## config.mk

```make
export PLATFORM = sky130hd
export DESIGN_NAME = mdio_mgmt_master
export DESIGN_NICKNAME = d
export VERILOG_FILES = /design/src/rtl/mdio_mgmt_pkg.sv /design/src/rtl/mdio_shift_path.sv /design/src/rtl/mdio_reg_ctrl.sv /design/src/rtl/mdio_mgmt_master.sv
export SDC_FILE = /design/constraint.sdc
export NUM_CORES = 1
export LEC_CHECK = 0
export BUFFER_PORTS_ARGS = -buffer_cell sky130_fd_sc_hd__buf_2
export CAP_MARGIN = 10
export CORE_ASPECT_RATIO = 1.2
export CORE_MARGIN = 2
export CORE_UTILIZATION = 55
export DETAILED_ROUTE_END_ITERATION = 8
export HOLD_SLACK_MARGIN = 0.15
export PLACE_DENSITY = 0.82
export SETUP_SLACK_MARGIN = 0.05
export SLEW_MARGIN = 20
export SYNTH_ARGS = -nofsm -noshare
export SYNTH_HDL_FRONTEND = slang
export SYNTH_SLANG_ARGS = --single-unit
```

## constraint.sdc

```tcl
create_clock -name clk -period 3.2 [get_ports clk]
set_input_delay 0.48 -clock clk [delete_from_list [all_inputs] [get_ports clk]]
set_output_delay 0.48 -clock clk [all_outputs]
set_load 0.01 [all_outputs]
```

## src/rtl/mdio_mgmt_pkg.sv

```systemverilog
`timescale 1ns/1ps
package mdio_mgmt_pkg;

  typedef enum logic [1:0] {
    KIND_ADDR  = 2'd0,
    KIND_WRITE = 2'd1,
    KIND_READ  = 2'd2
  } frameKind_e;

  // Strobe bundle from the register control to the shift datapath.
  typedef struct packed {
    logic       load;
    logic       clause45;
    frameKind_e kind;
    logic [4:0] port;
    logic [4:0] dev;
    logic [15:0] payload;
  } dpCmd_t;

endpackage

```

## src/rtl/mdio_shift_path.sv

```systemverilog
`timescale 1ns/1ps
module mdio_shift_path
  import mdio_mgmt_pkg::*;
#(
  parameter int PRE_LEN = 32,
  parameter int DIV_W   = 8
) (
  input  logic             clk,
  input  logic             rstN,
  input  dpCmd_t           cmd,
  input  logic [DIV_W-1:0] halfCount,
  input  logic             mdioIn,
  output logic             mdc,
  output logic             mdioOut,
  output logic             mdioOe,
  output logic             done,
  output logic             taErr,
  output logic [15:0]      rxData
);
  localparam int FRAME_LEN = PRE_LEN + 32;
  localparam int IDX_W     = $clog2(FRAME_LEN);
  localparam logic [IDX_W-1:0] LAST_IDX = IDX_W'(FRAME_LEN - 1);
  localparam logic [IDX_W-1:0] TA_IDX   = IDX_W'(PRE_LEN + 14);
  localparam logic [IDX_W-1:0] TA2_IDX  = IDX_W'(PRE_LEN + 15);
  localparam logic [IDX_W-1:0] DAT_IDX  = IDX_W'(PRE_LEN + 16);

  logic [1:0]           stBits, opBits;
  logic [FRAME_LEN-1:0] frameWord, shreg;
  logic                 running, isRead, mdcQ, taErrQ;
  logic [DIV_W-1:0]     divCnt;
  logic [IDX_W-1:0]     bitIdx;
  logic [15:0]          rxQ;
  logic                 tick;

  always_comb begin
    stBits = cmd.clause45 ? 2'b00 : 2'b01;
    if (cmd.clause45) begin
      unique case (cmd.kind)
        KIND_ADDR:  opBits = 2'b00;
        KIND_WRITE: opBits = 2'b01;
        default:    opBits = 2'b11;
      endcase
    end else begin
      opBits = (cmd.kind == KIND_READ) ? 2'b10 : 2'b01;
    end
    frameWord = {{PRE_LEN{1'b1}}, stBits, opBits, cmd.port, cmd.dev, 2'b10, cmd.payload};
  end

  assign tick = running && (divCnt == halfCount);
  assign done = tick && mdcQ && (bitIdx == LAST_IDX);

  always_ff @(posedge clk) begin
    if (!rstN) begin
      running <= 1'b0;
      isRead  <= 1'b0;
      mdcQ    <= 1'b0;
      divCnt  <= '0;
      bitIdx  <= '0;
      shreg   <= '1;
      taErrQ  <= 1'b0;
      rxQ     <= '0;
    end else if (cmd.load) begin
      running <= 1'b1;
      isRead  <= (cmd.kind == KIND_READ);
      mdcQ    <= 1'b0;
      divCnt  <= '0;
      bitIdx  <= '0;
      shreg   <= frameWord;
      taErrQ  <= 1'b0;
    end else if (running) begin
      if (tick) begin
        divCnt <= '0;
        mdcQ   <= !mdcQ;
        if (!mdcQ) begin
          // rising MDC: sample the PHY
          if (isRead && bitIdx == TA2_IDX) taErrQ <= mdioIn;
          if (isRead && bitIdx >= DAT_IDX) rxQ <= {rxQ[14:0], mdioIn};
        end else if (bitIdx == LAST_IDX) begin
          running <= 1'b0;
        end else begin
          // falling MDC: present the next bit
          bitIdx <= bitIdx + 1'b1;
          shreg  <= {shreg[FRAME_LEN-2:0], 1'b1};
        end
      end else begin
        divCnt <= divCnt + 1'b1;
      end
    end
  end

  assign mdc     = mdcQ;
  assign mdioOut = running ? shreg[FRAME_LEN-1] : 1'b1;
  assign mdioOe  = running && !(isRead && bitIdx >= TA_IDX);
  assign taErr   = taErrQ;
  assign rxData  = rxQ;

  // the driven bit only moves on a falling MDC edge
  assert_out_on_fall_R3: assert property (@(posedge clk) disable iff (!rstN)
    (running && $past(running) && (mdioOut != $past(mdioOut))) |-> $fell(mdcQ));

  // MDC rests low whenever no frame is running
  assert_mdc_idle_low_R2: assert property (@(posedge clk) disable iff (!rstN)
    !running |-> !mdc);

  // the line is never driven while the PHY owns it
  assert_released_R7: assert property (@(posedge clk) disable iff (!rstN)
    (running && isRead && $rose(mdcQ) && bitIdx >= TA2_IDX) |-> !mdioOe);

endmodule

```

## src/rtl/mdio_reg_ctrl.sv

```systemverilog
`timescale 1ns/1ps
module mdio_reg_ctrl
  import mdio_mgmt_pkg::*;
#(
  parameter int ADDR_W = 4,
  parameter int DATA_W = 16,
  parameter int DIV_W  = 8
) (
  input  logic              clk,
  input  logic              rstN,
  input  logic [ADDR_W-1:0] regAddr,
  input  logic              regWr,
  input  logic              regRd,
  input  logic [DATA_W-1:0] regWdata,
  output logic [DATA_W-1:0] regRdata,
  input  logic              done,
  input  logic              taErr,
  input  logic [15:0]       rxData,
  output dpCmd_t            cmd,
  output logic [DIV_W-1:0]  halfCount
);
  localparam int FIELD_LSB = 8;
  localparam int MODE_BIT  = 5;
  localparam int READ_BIT  = 15;

  typedef enum logic [1:0] {SEL_SETUP = 2'd0, SEL_TARGET = 2'd1, SEL_DATA = 2'd2, SEL_XADDR = 2'd3} regSel_e;

  logic [DIV_W-1:0]  divField;
  logic              c45Mode, busyQ, rdErrQ, frameIsRead;
  logic [4:0]        devQ, portQ;
  logic [15:0]       dataQ, addrQ;
  logic [DATA_W-1:0] rdataQ, rdView;
  logic              hit, wrOk;
  regSel_e           sel;

  assign hit  = (regAddr[1:0] == 2'b00) && ((regAddr >> 4) == '0);
  assign sel  = regSel_e'(regAddr[3:2]);
  assign wrOk = regWr && hit && !busyQ;

  always_comb begin
    cmd          = '0;
    cmd.clause45 = c45Mode;
    cmd.port     = portQ;
    cmd.dev      = devQ;
    cmd.kind     = KIND_WRITE;
    cmd.payload  = dataQ;
    if (wrOk) begin
      unique case (sel)
        SEL_TARGET: if (regWdata[READ_BIT]) begin
          cmd.load = 1'b1;
          cmd.kind = KIND_READ;
          cmd.port = regWdata[9:5];
          cmd.dev  = regWdata[4:0];
        end
        SEL_DATA: begin
          cmd.load    = 1'b1;
          cmd.payload = regWdata[15:0];
        end
        SEL_XADDR: if (c45Mode) begin
          cmd.load    = 1'b1;
          cmd.kind    = KIND_ADDR;
          cmd.payload = regWdata[15:0];
        end
        default: ;
      endcase
    end
  end

  always_comb begin
    rdView = '0;
    if (hit) begin
      unique case (sel)
        SEL_SETUP: begin
          rdView[0]                    = busyQ;
          rdView[1]                    = rdErrQ;
          rdView[MODE_BIT]             = c45Mode;
          rdView[FIELD_LSB +: DIV_W]   = divField;
        end
        SEL_TARGET: rdView[9:0] = {portQ, devQ};
        SEL_DATA:   rdView[15:0] = dataQ;
        default:    rdView[15:0] = addrQ;
      endcase
    end
  end

  always_ff @(posedge clk) begin
    if (!rstN) begin
      divField    <= '0;
      c45Mode     <= 1'b0;
      busyQ       <= 1'b0;
      rdErrQ      <= 1'b0;
      frameIsRead <= 1'b0;
      devQ        <= '0;
      portQ       <= '0;
      dataQ       <= '0;
      addrQ       <= '0;
      rdataQ      <= '0;
    end else begin
      if (regRd) rdataQ <= rdView;
      if (wrOk) begin
        unique case (sel)
          SEL_SETUP: begin
            divField <= regWdata[FIELD_LSB +: DIV_W];
            c45Mode  <= regWdata[MODE_BIT];
          end
          SEL_TARGET: begin
            portQ <= regWdata[9:5];
            devQ  <= regWdata[4:0];
          end
          SEL_DATA:  dataQ <= regWdata[15:0];
          default:   addrQ <= regWdata[15:0];
        endcase
      end
      if (cmd.load) begin
        busyQ       <= 1'b1;
        rdErrQ      <= 1'b0;
        frameIsRead <= (cmd.kind == KIND_READ);
      end else if (done) begin
        busyQ <= 1'b0;
        if (frameIsRead) begin
          if (taErr) rdErrQ <= 1'b1;
          else       dataQ  <= rxData;
        end
      end
    end
  end

  assign regRdata  = rdataQ;
  assign halfCount = divField;

  // a frame is only launched from idle
  assert_launch_idle_R5: assert property (@(posedge clk) disable iff (!rstN)
    cmd.load |-> !busyQ);

  // busy holds until the datapath reports the end of the frame
  assert_busy_hold_R6: assert property (@(posedge clk) disable iff (!rstN)
    (busyQ && !done) |=> busyQ);

  // writes during a frame leave the registers untouched
  assert_wr_ignored_R6: assert property (@(posedge clk) disable iff (!rstN)
    (busyQ && regWr && !done) |=> ($stable(dataQ) && $stable(addrQ) && $stable(divField)
                                   && $stable(portQ) && $stable(devQ) && $stable(c45Mode)));

  // the read-error flag only rises at the close of a frame
  assert_err_at_end_R9: assert property (@(posedge clk) disable iff (!rstN)
    $rose(rdErrQ) |-> $past(done));

endmodule

```

## src/rtl/mdio_mgmt_master.sv

```systemverilog
`timescale 1ns/1ps
module mdio_mgmt_master
  import mdio_mgmt_pkg::*;
#(
  parameter int ADDR_W  = 4,
  parameter int DATA_W  = 16,
  parameter int DIV_W   = 8,
  parameter int PRE_LEN = 32
) (
  input  logic              clk,
  input  logic              rstN,
  input  logic [ADDR_W-1:0] regAddr,
  input  logic              regWr,
  input  logic              regRd,
  input  logic [DATA_W-1:0] regWdata,
  output logic [DATA_W-1:0] regRdata,
  output logic              mdc,
  output logic              mdioOut,
  output logic              mdioOe,
  input  logic              mdioIn
);
  dpCmd_t           cmd;
  logic [DIV_W-1:0] halfCount;
  logic             done, taErr;
  logic [15:0]      rxData;

  mdio_reg_ctrl #(.ADDR_W(ADDR_W), .DATA_W(DATA_W), .DIV_W(DIV_W)) i_ctrl (
    .clk(clk), .rstN(rstN),
    .regAddr(regAddr), .regWr(regWr), .regRd(regRd),
    .regWdata(regWdata), .regRdata(regRdata),
    .done(done), .taErr(taErr), .rxData(rxData),
    .cmd(cmd), .halfCount(halfCount)
  );

  mdio_shift_path #(.PRE_LEN(PRE_LEN), .DIV_W(DIV_W)) i_path (
    .clk(clk), .rstN(rstN),
    .cmd(cmd), .halfCount(halfCount), .mdioIn(mdioIn),
    .mdc(mdc), .mdioOut(mdioOut), .mdioOe(mdioOe),
    .done(done), .taErr(taErr), .rxData(rxData)
  );

endmodule

```

==> out/qor.csv, run 1 <==
stage,metric,value,unit
status,outcome,"finished, final reports clean",
sta,fmax,421,MHz
clock_tree,Num Clock Sinks,167,
sta,Hold Fails Final Rpt,0,
clock_tree,Root Buffer Master,clkbuf_16,
worst_setup_path,Crit Path Class,reg2reg,
worst_setup_path,buffer and inverter count on the worst path,1,
sta,final slew viol count,0,
clock_tree,Num CTS Buffers,17,
routing,Routed WL,17700,µm
sta,worst hold slack,0.334,ns
layout,final instance area,0.00817,mm²
pwr,Leak,0.00325,µW
sta,worst clock skew,0.00747,ns
die,DIE HEIGHT,130,µm
placed_design,count of input and output buffers,43,
layout,Fill cells,1088,
clock_tree,Skew-Pair Late Insertion Delay,0.43,ns
synthesis,Post-synth EDFFs,0,
synthesis,Synth cell types,56,
grt,Total GRT Usage,25.5,%
synthesis,Mapped Area,0.00733,mm²
worst_setup_path,CP endpoint kind,flop,
sta,period utilisation layout,74.2,%
grt,GR Overflow Total,0,
synthesis,Mapped Cells,850,
layout,Non-Filler Instances,1050,
worst_setup_path,CP top delay family,simple AND/OR/NAND/NOR gates,
placed_design,DP Area,0.00759,mm²
routing,ANT nets after route,0,
routing,DRC Markers,0,
grt,largest net degree at the start of global routing,57,
synthesis,"Avg Cell Area, Syn",8.63,µm²
routing,via count,6219,
layout,antenna fix cells,0,
die,row cnt,46,
layout,Nets,897,
worst_setup_path,crit-path max FO,26,
worst_setup_path,critical path cell sequence,ha_1 -> and3_1 -> a21oi_1 -> and4_2 -> buf_4 -> xnor2_1 -> nor2_1,
synthesis,register bit count reported by yosys,167,
sta,setup ws final,0.827,ns
sta,worst relative slew slack,53.4,%
worst_setup_path,endpoint arrival time on the critical path,2.69,ns
placed_design,final RePlAce weighted congestion,0.896,
placed_design,placed cell count,1018,
placed_design,DP HPWL,11800,µm
clock_tree,setup repair bufs after CTS,0,
synthesis,Synth Flop Type,dfxtp_1,
worst_setup_path,CP max stage delay,0.62,ns
die,Initial Util,55.9,%
pwr,P per Cell Area,531,mW/mm²
synthesis,sequential share of the synthesized area,45.6,%
sta,crit path time final,2.37,ns
grt,vias in the first global route,5679,
sta,Final setup viols,0,
die,IO Pins,44,
hold_path,type of the worst min-delay path,in2reg,
routing,number of DRC markers in iteration 0,706,
sta,Least-Margin Pin Slew,0.697,ns
routing,DR pass1 iterations,5,
clock_tree,# hold bufs at CTS,0,
flow_run,Max Cap Viol,0,
clock_tree,CTS tree,yes,
routing,wire per inst,16.8,µm
die,die width,109,µm
layout,layout cells sized above 1,14.4,%
routing,vias per inst,5.92,
worst_setup_path,CP max-delay cell,and4_2,
pwr,Worst IR Drop VDD,435,µV
layout,synth-to-layout area growth,11.4,%
grt,initial antenna violation count,0,
die,DIE AREA,0.0143,mm²
sta,setup_tns,0,ns
clock_tree,htree depth,4,
synthesis,syn nets,878,
die,core footprint,0.0131,mm²
synthesis,async set-or-reset flop fraction in the synthesized netlist,0,%
placed_design,pre-CTS WS,0.531,ns
clock_tree,cts repair resizes,0,
synthesis,synth warn,0,
clock_tree,Clock Pin Slew Worst Setup and Hold Paths,0.06,ns
clock_tree,clk buf depth,2,
grt,first-pass GRT wire length,28200,µm
worst_setup_path,CP required,3.51,ns
worst_setup_path,Worst setup SP type,flop,
sta,RSZ-0062 raised after global routing,false,
## power breakdown
group	internal [µW]	switching, µW
sequential	2100	15.7
combinational	70.0	153
clock	1170	836
total	3340	1000
## Yosys cell counts (3+ instances only)
cell	count	area, µm²
dfxtp_1	167	3340
nor2_1	20	75.1
inv_1	16	60.1
buf_4	5	37.5
ha_1	3	37.5
a21oi_1	74	370
a32oi_1	10	87.6
nand2_1	210	788
o211ai_1	4	30.0
nor3_2	3	30.0
o31ai_1	3	22.5
o2111ai_1	6	52.6
nand3_1	62	310
nand4_1	8	50.1
o22ai_1	8	50.1
mux2i_1	53	531
nor2b_1	8	50.1
xnor2_1	5	43.8
o21ai_0	25	125
clkbuf_1	36	135
buf_2	14	70.1
mux4_2	5	113
mux2_2	16	180
a22o_1	10	87.6
xor2_1	11	96.3
nand2b_1	16	100
a22oi_1	15	113
## kinds of logic (layout without fill, tap and decap cells)
family,Yosys count,after routing,share of synthesized area (%)
and+or+nand+nor,349,349,21.8
DFF,167,167,45.6
buffers and inverters,76,108,5.03
xor gates and xnor gates,16,16,1.91
adders and majority gates,3,3,0.512
muxes,74,74,11.2
AOI/OAI and AO/OA,165,165,14.0
## metrics by stage
stage	total power (µW)	util [%]
after floorplan	2300	-
after global placement	2380	57.9
after detailed placement	2380	57.9
after CTS	4350	62.3
after global routing	4450	62.3
final	4340	62.3
## registers in the layout, summed over array words and instances, names as in the netlist
register and count:
i_path.shreg 64, i_ctrl.addrQ 16, i_ctrl.dataQ 16, i_ctrl.regRdata 16
i_path.rxData 16, i_ctrl.halfCount 8, i_path.divCnt 8, i_path.bitIdx 6
i_ctrl.devQ 5, i_ctrl.portQ 5, i_ctrl.busyQ 1, i_ctrl.c45Mode 1
i_ctrl.rdErrQ 1, i_path.isRead 1, i_path.mdc 1, i_path.running 1
i_path.taErr 1
## placed cells by master, fill, tap and decap left out, drive strengths merged, types with 4 or more instances in the layout
cell / instances
a21oi: 76
clkbuf: 20
o211ai: 4
nand4: 9
inv: 17
xor2: 11
nand2: 210
nor2: 21
a22o: 10
dfxtp: 167
mux4: 5
mux2: 16
buf: 59
clkinv: 7
nand3: 62
o22ai: 8
xnor2: 5
a22oi: 15
mux2i: 53
o21ai: 26
nor3: 5
nor2b: 8
nand2b: 16
o2111ai: 6
a32oi: 10
## path summary, 6_finish.rpt
path / startpoint / to / slack (ns) / cells past startpoint
worst max-delay path: i_path.bitIdx[0]$_SDFFE_PP0P_ / i_path.bitIdx[0]$_SDFFE_PP0P_ / 0.83 / 7
worst min-delay path: regWdata[7] / i_ctrl.portQ[2]$_SDFFE_PN0P_ / 0.33 / 3
worst max register to register: i_path.bitIdx[0]$_SDFFE_PP0P_ / i_path.bitIdx[0]$_SDFFE_PP0P_ / 0.83 / 7
worst min register to register: i_ctrl.addrQ[6]$_SDFFE_PN0P_ / i_ctrl.addrQ[6]$_SDFFE_PN0P_ / 0.46 / 2
## routing by layer
| layer | vias to the layer above | track usage, % | part of all wire (%) |
|---|---|---|---|
| met2 | 251 | 40.3 | 48 |
| li1 | 2989 | - | - |
| met5 | - | 0 | 0 |
| met3 | 40 | 5.46 | 6.3 |
| met4 | 0 | 13.3 | 3.7 |
| met1 | 2939 | 32.8 | 42 |
## tightest hold or removal path, delay by kind of cell
family,cells,cell delay (ns)
AOI/OAI and AO/OA,1,0.05
buffers and inverters,1,0.13
and+or+nand+nor,1,0.06
## layout make-up
class,instances,area (µm²),share of cell area [%]
clock buffer,20,447,5.47
clock inverter,12,129,1.58
inverter,17,63.8,0.781
multi-input combinational,607,3640,44.6
sequential,167,3340,40.9
tap,168,210,2.57
timing repair buffer,59,335,4.10
Note: power is estimated with default switching activity, not from simulation.
==> inputs of run 2 (changes only) <==
clock period = 2.39 ns   (was 3.2 ns; I/O delays follow)
==> run 2 against run 1 <==
  * Clock power up 35%
  * Critical path depth down 1
  * Final cell count rose by 1.8%
  * Cell area grew 2.2%
  * Clock skew is 0.0030 ns higher
==> out/qor.csv, run 2 (synthesis gave the netlist of run 1 again) <==
stage,metric,value,unit,change
grt,largest net degree at the start of global routing,57,,unchanged
routing,number of DRC markers in iteration 0,603,,-15%
routing,DR pass1 iterations,6,,+1
grt,first-pass GRT wire length,28900,µm,+2.3%
die,DIE HEIGHT,130,µm,unchanged
clock_tree,CTS tree,yes,,
placed_design,count of input and output buffers,43,,unchanged
sta,Final setup viols,0,,unchanged
layout,synth-to-layout area growth,13.9,%,
layout,final instance area,0.00835,mm²,+2.2%
worst_setup_path,CP max stage delay,0.39,ns,-0.23 ns
worst_setup_path,CP max-delay cell,dfxtp_1,,
grt,Total GRT Usage,26.0,%,+0.51 points
grt,GR Overflow Total,0,,unchanged
worst_setup_path,CP top delay family,flip-flops,,
sta,setup_tns,0,ns,unchanged
worst_setup_path,Worst setup SP type,flop,,
placed_design,final RePlAce weighted congestion,0.906,,+1.0%
clock_tree,clk buf depth,2,,unchanged
pwr,Worst IR Drop VDD,522,µV,+20%
sta,fmax,472,MHz,
worst_setup_path,endpoint arrival time on the critical path,1.76,ns,-0.93 ns
clock_tree,Clock Pin Slew Worst Setup and Hold Paths,0.06,ns,about the same
sta,worst clock skew,0.0105,ns,+0.00301 ns
die,DIE AREA,0.0143,mm²,unchanged
hold_path,type of the worst min-delay path,in2reg,,
routing,ANT nets after route,0,,unchanged
layout,Non-Filler Instances,1069,,+1.8%
worst_setup_path,CP required,2.03,ns,-1.48 ns
pwr,Leak,0.00335,µW,+3.0%
clock_tree,Num CTS Buffers,17,,unchanged
status,outcome,"finished, final reports clean",,
sta,RSZ-0062 raised after global routing,false,,
die,core footprint,0.0131,mm²,unchanged
placed_design,pre-CTS WS,0.313,ns,-0.218 ns
clock_tree,Skew-Pair Late Insertion Delay,0.43,ns,about the same
sta,period utilisation layout,88.6,%,
layout,Biggest register,i_path.shreg,,
grt,vias in the first global route,5819,,+2.5%
layout,antenna fix cells,0,,unchanged
routing,wire per inst,16.8,µm,about the same
clock_tree,cts repair resizes,0,,unchanged
grt,initial antenna violation count,0,,unchanged
clock_tree,setup repair bufs after CTS,0,,unchanged
layout,Fill cells,1076,,-1.1%
routing,DRC Markers,0,,unchanged
routing,via count,6272,,+0.85%
pwr,P per Cell Area,699,mW/mm²,+32%
layout,"commonest cells after routing, fill and taps aside","210 x nand2_1, 167 x dfxtp_1, 74 x a21oi_1",,
layout,Nets,916,,+2.1%
worst_setup_path,crit-path max FO,4,,-85%
flow_run,Max Cap Viol,0,,unchanged
die,die width,109,µm,unchanged
sta,setup ws final,0.273,ns,-0.554 ns
sta,crit path time final,2.12,ns,
sta,worst relative slew slack,59.4,%,+6.0 points
worst_setup_path,CP endpoint kind,output pin,,
placed_design,DP Area,0.00777,mm²,+2.4%
worst_setup_path,buffer and inverter count on the worst path,2,,+1
die,row cnt,46,,unchanged
placed_design,DP HPWL,12400,µm,+4.8%
sta,final slew viol count,0,,unchanged
layout,Largest register FFs,64,,unchanged
layout,final core occ,63.7,%,+1.4 points
placed_design,placed cell count,1037,,+1.9%
clock_tree,htree depth,4,,unchanged
die,Initial Util,55.9,%,unchanged
layout,layout cells sized above 1,16.2,%,+1.8 points
routing,Routed WL,18000,µm,+1.8%
clock_tree,Num Clock Sinks,167,,unchanged
worst_setup_path,Crit Path Class,reg2out,,
sta,Least-Margin Pin Slew,0.606,ns,-0.0911 ns
clock_tree,# hold bufs at CTS,0,,unchanged
die,IO Pins,44,,unchanged
routing,vias per inst,5.87,,-0.94%
worst_setup_path,critical path cell sequence,inv_1 -> ha_1 -> or2_2 -> a31oi_1 -> o21a_1 -> buf_2,,
layout,"most common cell after layout, fill and taps aside",nand2_1,,
clock_tree,Root Buffer Master,clkbuf_16,,
sta,Hold Fails Final Rpt,0,,unchanged
[run 2: area by class of cell]
type	instances	area [µm²]	share of cell area, %
clock buffers	19	433	5.18
inverters	17	63.8	0.764
flip-flops and latches	167	3340	40.0
clock inverters	13	145	1.74
repair buffers	78	515	6.17
well taps	168	210	2.52
multi-input cells	607	3640	43.6
[run 2: worst register-to-register path, delay by kind of cell (launching register included)]
kind / cells / cell delay, ns
adder cells (fa/ha/maj): 1 / 0.23
multiplexers: 1 / 0.22
buffers and inverters: 1 / 0.28
AND/OR/NAND/NOR: 4 / 0.90
flip-flops: 1 / 0.39
[run 2: power breakdown]
part           switching, µW  internal, µW
registers               20.0          2810
logic                    209           109
clock network           1140          1550
total                   1370          4470
[run 2: final timing paths]
path                                       from                            end  slack (ns)  depth (start not counted)
hold reg to reg    i_ctrl.addrQ[3]$_SDFFE_PN0P_   i_ctrl.addrQ[3]$_SDFFE_PN0P_        0.46                          2
setup / recovery  i_path.bitIdx[0]$_SDFFE_PP0P_                         mdioOe        0.27                          6
setup reg to reg  i_path.bitIdx[0]$_SDFFE_PP0P_     i_ctrl.dataQ[7]$_SDFF_PN0_        0.29                          7
hold / removal                     regWdata[11]  i_ctrl.addrQ[11]$_SDFFE_PN0P_        0.21                          3
[run 2: metal layers]
metal  track usage, %  wire (µm)  vias to the layer above  part of all wire [%]
met2             42.5       8860                      235                    49
li1                 -          -                     3032                     -
met5                0          0                        -                     0
met3             6.15       1090                       62                   6.0
met4             13.6        778                        0                   4.3
met1             31.9       7280                     2943                    40
[run 2: through the flow]
step / power [µW] / hold WS [ns]
final: 5840 / 0.212
after global routing: 6010 / 0.210
after CTS: 5860 / 0.208
after detailed placement: 3200 / 0.449
after global placement: 3200 / 0.441
after floorplan: 3080 / 0.432
==> inputs of run 3 (changes only) <==
clock period = 2.5 ns   (was 2.39 ns; I/O delays follow)
==> run 3 against run 2 <==
  * Setup slack lost 0.047 ns
  * Via count up 1.5%
  * Die area unchanged
  * Register-to-register slack worse by 0.06 ns
  * Hold slack better by 0.0085 ns
  * Flip-flop and latch count unchanged
  * Critical endpoint is now i_path.bitIdx[0]$_SDFFE_PP0P_
  * Largest power group is now the clock network
  * Highest routed layer unchanged
==> out/qor.csv, run 3 (synthesis gave the netlist of run 1 again) <==
stage,metric,value,unit,change
routing,Routed WL,18700,µm,+3.7%
placed_design,DP Area,0.00776,mm²,-0.16%
grt,vias in the first global route,5964,,+2.5%
sta,worst hold slack,0.221,ns,+0.00854 ns
sta,Final setup viols,0,,unchanged
placed_design,DP HPWL,12600,µm,+1.8%
sta,Least-Margin Pin Slew,0.578,ns,-0.0282 ns
routing,ANT nets after route,0,,unchanged
layout,final core occ,64.2,%,+0.52 points
flow_run,Max Cap Viol,0,,unchanged
die,core footprint,0.0131,mm²,unchanged
clock_tree,clk buf depth,2,,unchanged
grt,GR Overflow Total,0,,unchanged
layout,register area,0.00334,mm²,unchanged
routing,via count,6367,,+1.5%
grt,Total GRT Usage,26.9,%,+0.88 points
placed_design,pre-CTS WS,0.346,ns,+0.0330 ns
worst_setup_path,CP endpoint kind,flop,,
routing,vias per inst,5.96,,+1.5%
layout,multi-input logic area,0.00364,mm²,unchanged
die,row cnt,46,,unchanged
sta,worst relative slew slack,61.5,%,+2.1 points
layout,synth-to-layout area growth,14.9,%,
clock_tree,Num CTS Buffers,17,,unchanged
placed_design,final RePlAce weighted congestion,0.896,,-1.1%
worst_setup_path,critical path cell sequence,ha_1 -> and3_1 -> a21oi_1 -> and4_2 -> buf_12 -> xnor2_1 -> nor2_1,,
layout,"commonest cells after routing, fill and taps aside","210 x nand2_1, 167 x dfxtp_1, 74 x a21oi_1",,
layout,Biggest register,i_path.shreg,,
routing,DR pass1 iterations,5,,-1
die,die width,109,µm,unchanged
grt,initial antenna violation count,1,,+1
clock_tree,cts repair resizes,0,,unchanged
layout,layout cells sized above 1,16.3,%,+0.13 points
worst_setup_path,Worst setup SP type,flop,,
sta,final slew viol count,0,,unchanged
die,Initial Util,55.9,%,unchanged
clock_tree,Num Clock Sinks,167,,unchanged
worst_setup_path,Crit Path Class,reg2reg,,
routing,DRC Markers,0,,unchanged
status,outcome,"finished, final reports clean",,
worst_setup_path,CP required,2.81,ns,+0.78 ns
layout,Nets,916,,unchanged
clock_tree,Root Buffer Master,clkbuf_16,,
die,DIE AREA,0.0143,mm²,unchanged
grt,largest net degree at the start of global routing,37,,-35%
sta,fmax,440,MHz,
sta,setup_tns,0,ns,unchanged
clock_tree,setup repair bufs after CTS,0,,unchanged
worst_setup_path,CP max-delay cell,and4_2,,
sta,worst clock skew,0.00798,ns,-0.00250 ns
worst_setup_path,endpoint arrival time on the critical path,2.59,ns,+0.83 ns
sta,crit path time final,2.27,ns,
sta,setup ws final,0.226,ns,-0.0472 ns
worst_setup_path,crit-path max FO,31,,+27
placed_design,count of input and output buffers,43,,unchanged
clock_tree,htree depth,4,,unchanged
pwr,P per Cell Area,704,mW/mm²,+0.79%
clock_tree,Clock Pin Slew Worst Setup and Hold Paths,0.06,ns,about the same
layout,"most common cell after layout, fill and taps aside",nand2_1,,
pwr,Worst IR Drop VDD,774,µV,+48%
routing,wire per inst,17.5,µm,+3.7%
routing,number of DRC markers in iteration 0,767,,+27%
clock_tree,Skew-Pair Late Insertion Delay,0.44,ns,about the same
layout,final instance area,0.00842,mm²,+0.82%
layout,Largest register FFs,64,,unchanged
worst_setup_path,CP max stage delay,0.60,ns,+0.21 ns
clock_tree,# hold bufs at CTS,0,,unchanged
clock_tree,CTS tree,yes,,
pwr,Leak,0.00338,µW,+1.1%
sta,Hold Fails Final Rpt,0,,unchanged
die,IO Pins,44,,unchanged
layout,Fill cells,1061,,-1.4%
sta,period utilisation layout,91.0,%,
hold_path,type of the worst min-delay path,in2reg,,
sta,RSZ-0062 raised after global routing,false,,
die,DIE HEIGHT,130,µm,unchanged
grt,first-pass GRT wire length,29500,µm,+2.3%
==> run 3: cell count changes in the layout (fill, tap and decap cells not counted), sizes merged <==
cell      change
diode         +1
clkinv        -3
inv           +1
bufinv        +3
clkinvlp      -1
clkbuf        -1
==> run 3: critical path: cells and delay by family, from the launching register on <==
kind / cells / cell delay, ns
simple gates: 3 / 0.89
flops: 1 / 0.35
compound gates: 1 / 0.26
fa+ha+maj: 1 / 0.25
buf+inv: 1 / 0.24
xor+xnor: 1 / 0.15
==> run 3: path summary, 6_finish.rpt <==
check	depth (start not counted)	from	slack, ns	end
setup / recovery	7	i_path.bitIdx[0]$_SDFFE_PP0P_	0.23	i_path.bitIdx[0]$_SDFFE_PP0P_
hold / removal	3	regWdata[13]	0.22	i_ctrl.addrQ[13]$_SDFFE_PN0P_
setup reg to reg	7	i_path.bitIdx[0]$_SDFFE_PP0P_	0.23	i_path.bitIdx[0]$_SDFFE_PP0P_
hold reg to reg	2	i_ctrl.addrQ[14]$_SDFFE_PN0P_	0.46	i_ctrl.addrQ[14]$_SDFFE_PN0P_
==> run 3: cell type report <==
| cell class | instances | share of cell area, % |
|---|---|---|
| Clock inverter | 13 | 2.59 |
| Timing Repair Buffer | 78 | 5.97 |
| Antenna cell | 1 | 0.0297 |
| Clock buffer | 18 | 5.21 |
| Inverter | 17 | 0.758 |
| Sequential cell | 167 | 39.7 |
| Multi-Input combinational cell | 607 | 43.2 |
| Tap cell | 168 | 2.50 |
==> run 3: metal layers <==
metal  part of all wire [%]  GRT usage [%]  vias to the layer above
met5                      0              0                        -
met4                    4.7           16.3                        0
met3                    6.2           6.20                       75
met2                     50           44.6                      247
met1                     39           31.6                     3013
li1                       -              -                     3032
==> run 3: per-stage QoR <==
step | total power [µW] | std cells
floorplan | 2940 | 850
global placement | 3060 | 1037
detailed placement | 3070 | 1037
CTS | 5940 | 1068
global route | 6080 | 1069
finish | 5930 | 1069
==> run 3: power by group <==
group	total [µW]	leakage [µW]	switching, µW	internal [µW]
Combinational	310	0.00172	203	107
Sequential	2710	0.00135	20.2	2690
Clock	2910	0.000314	1100	1810
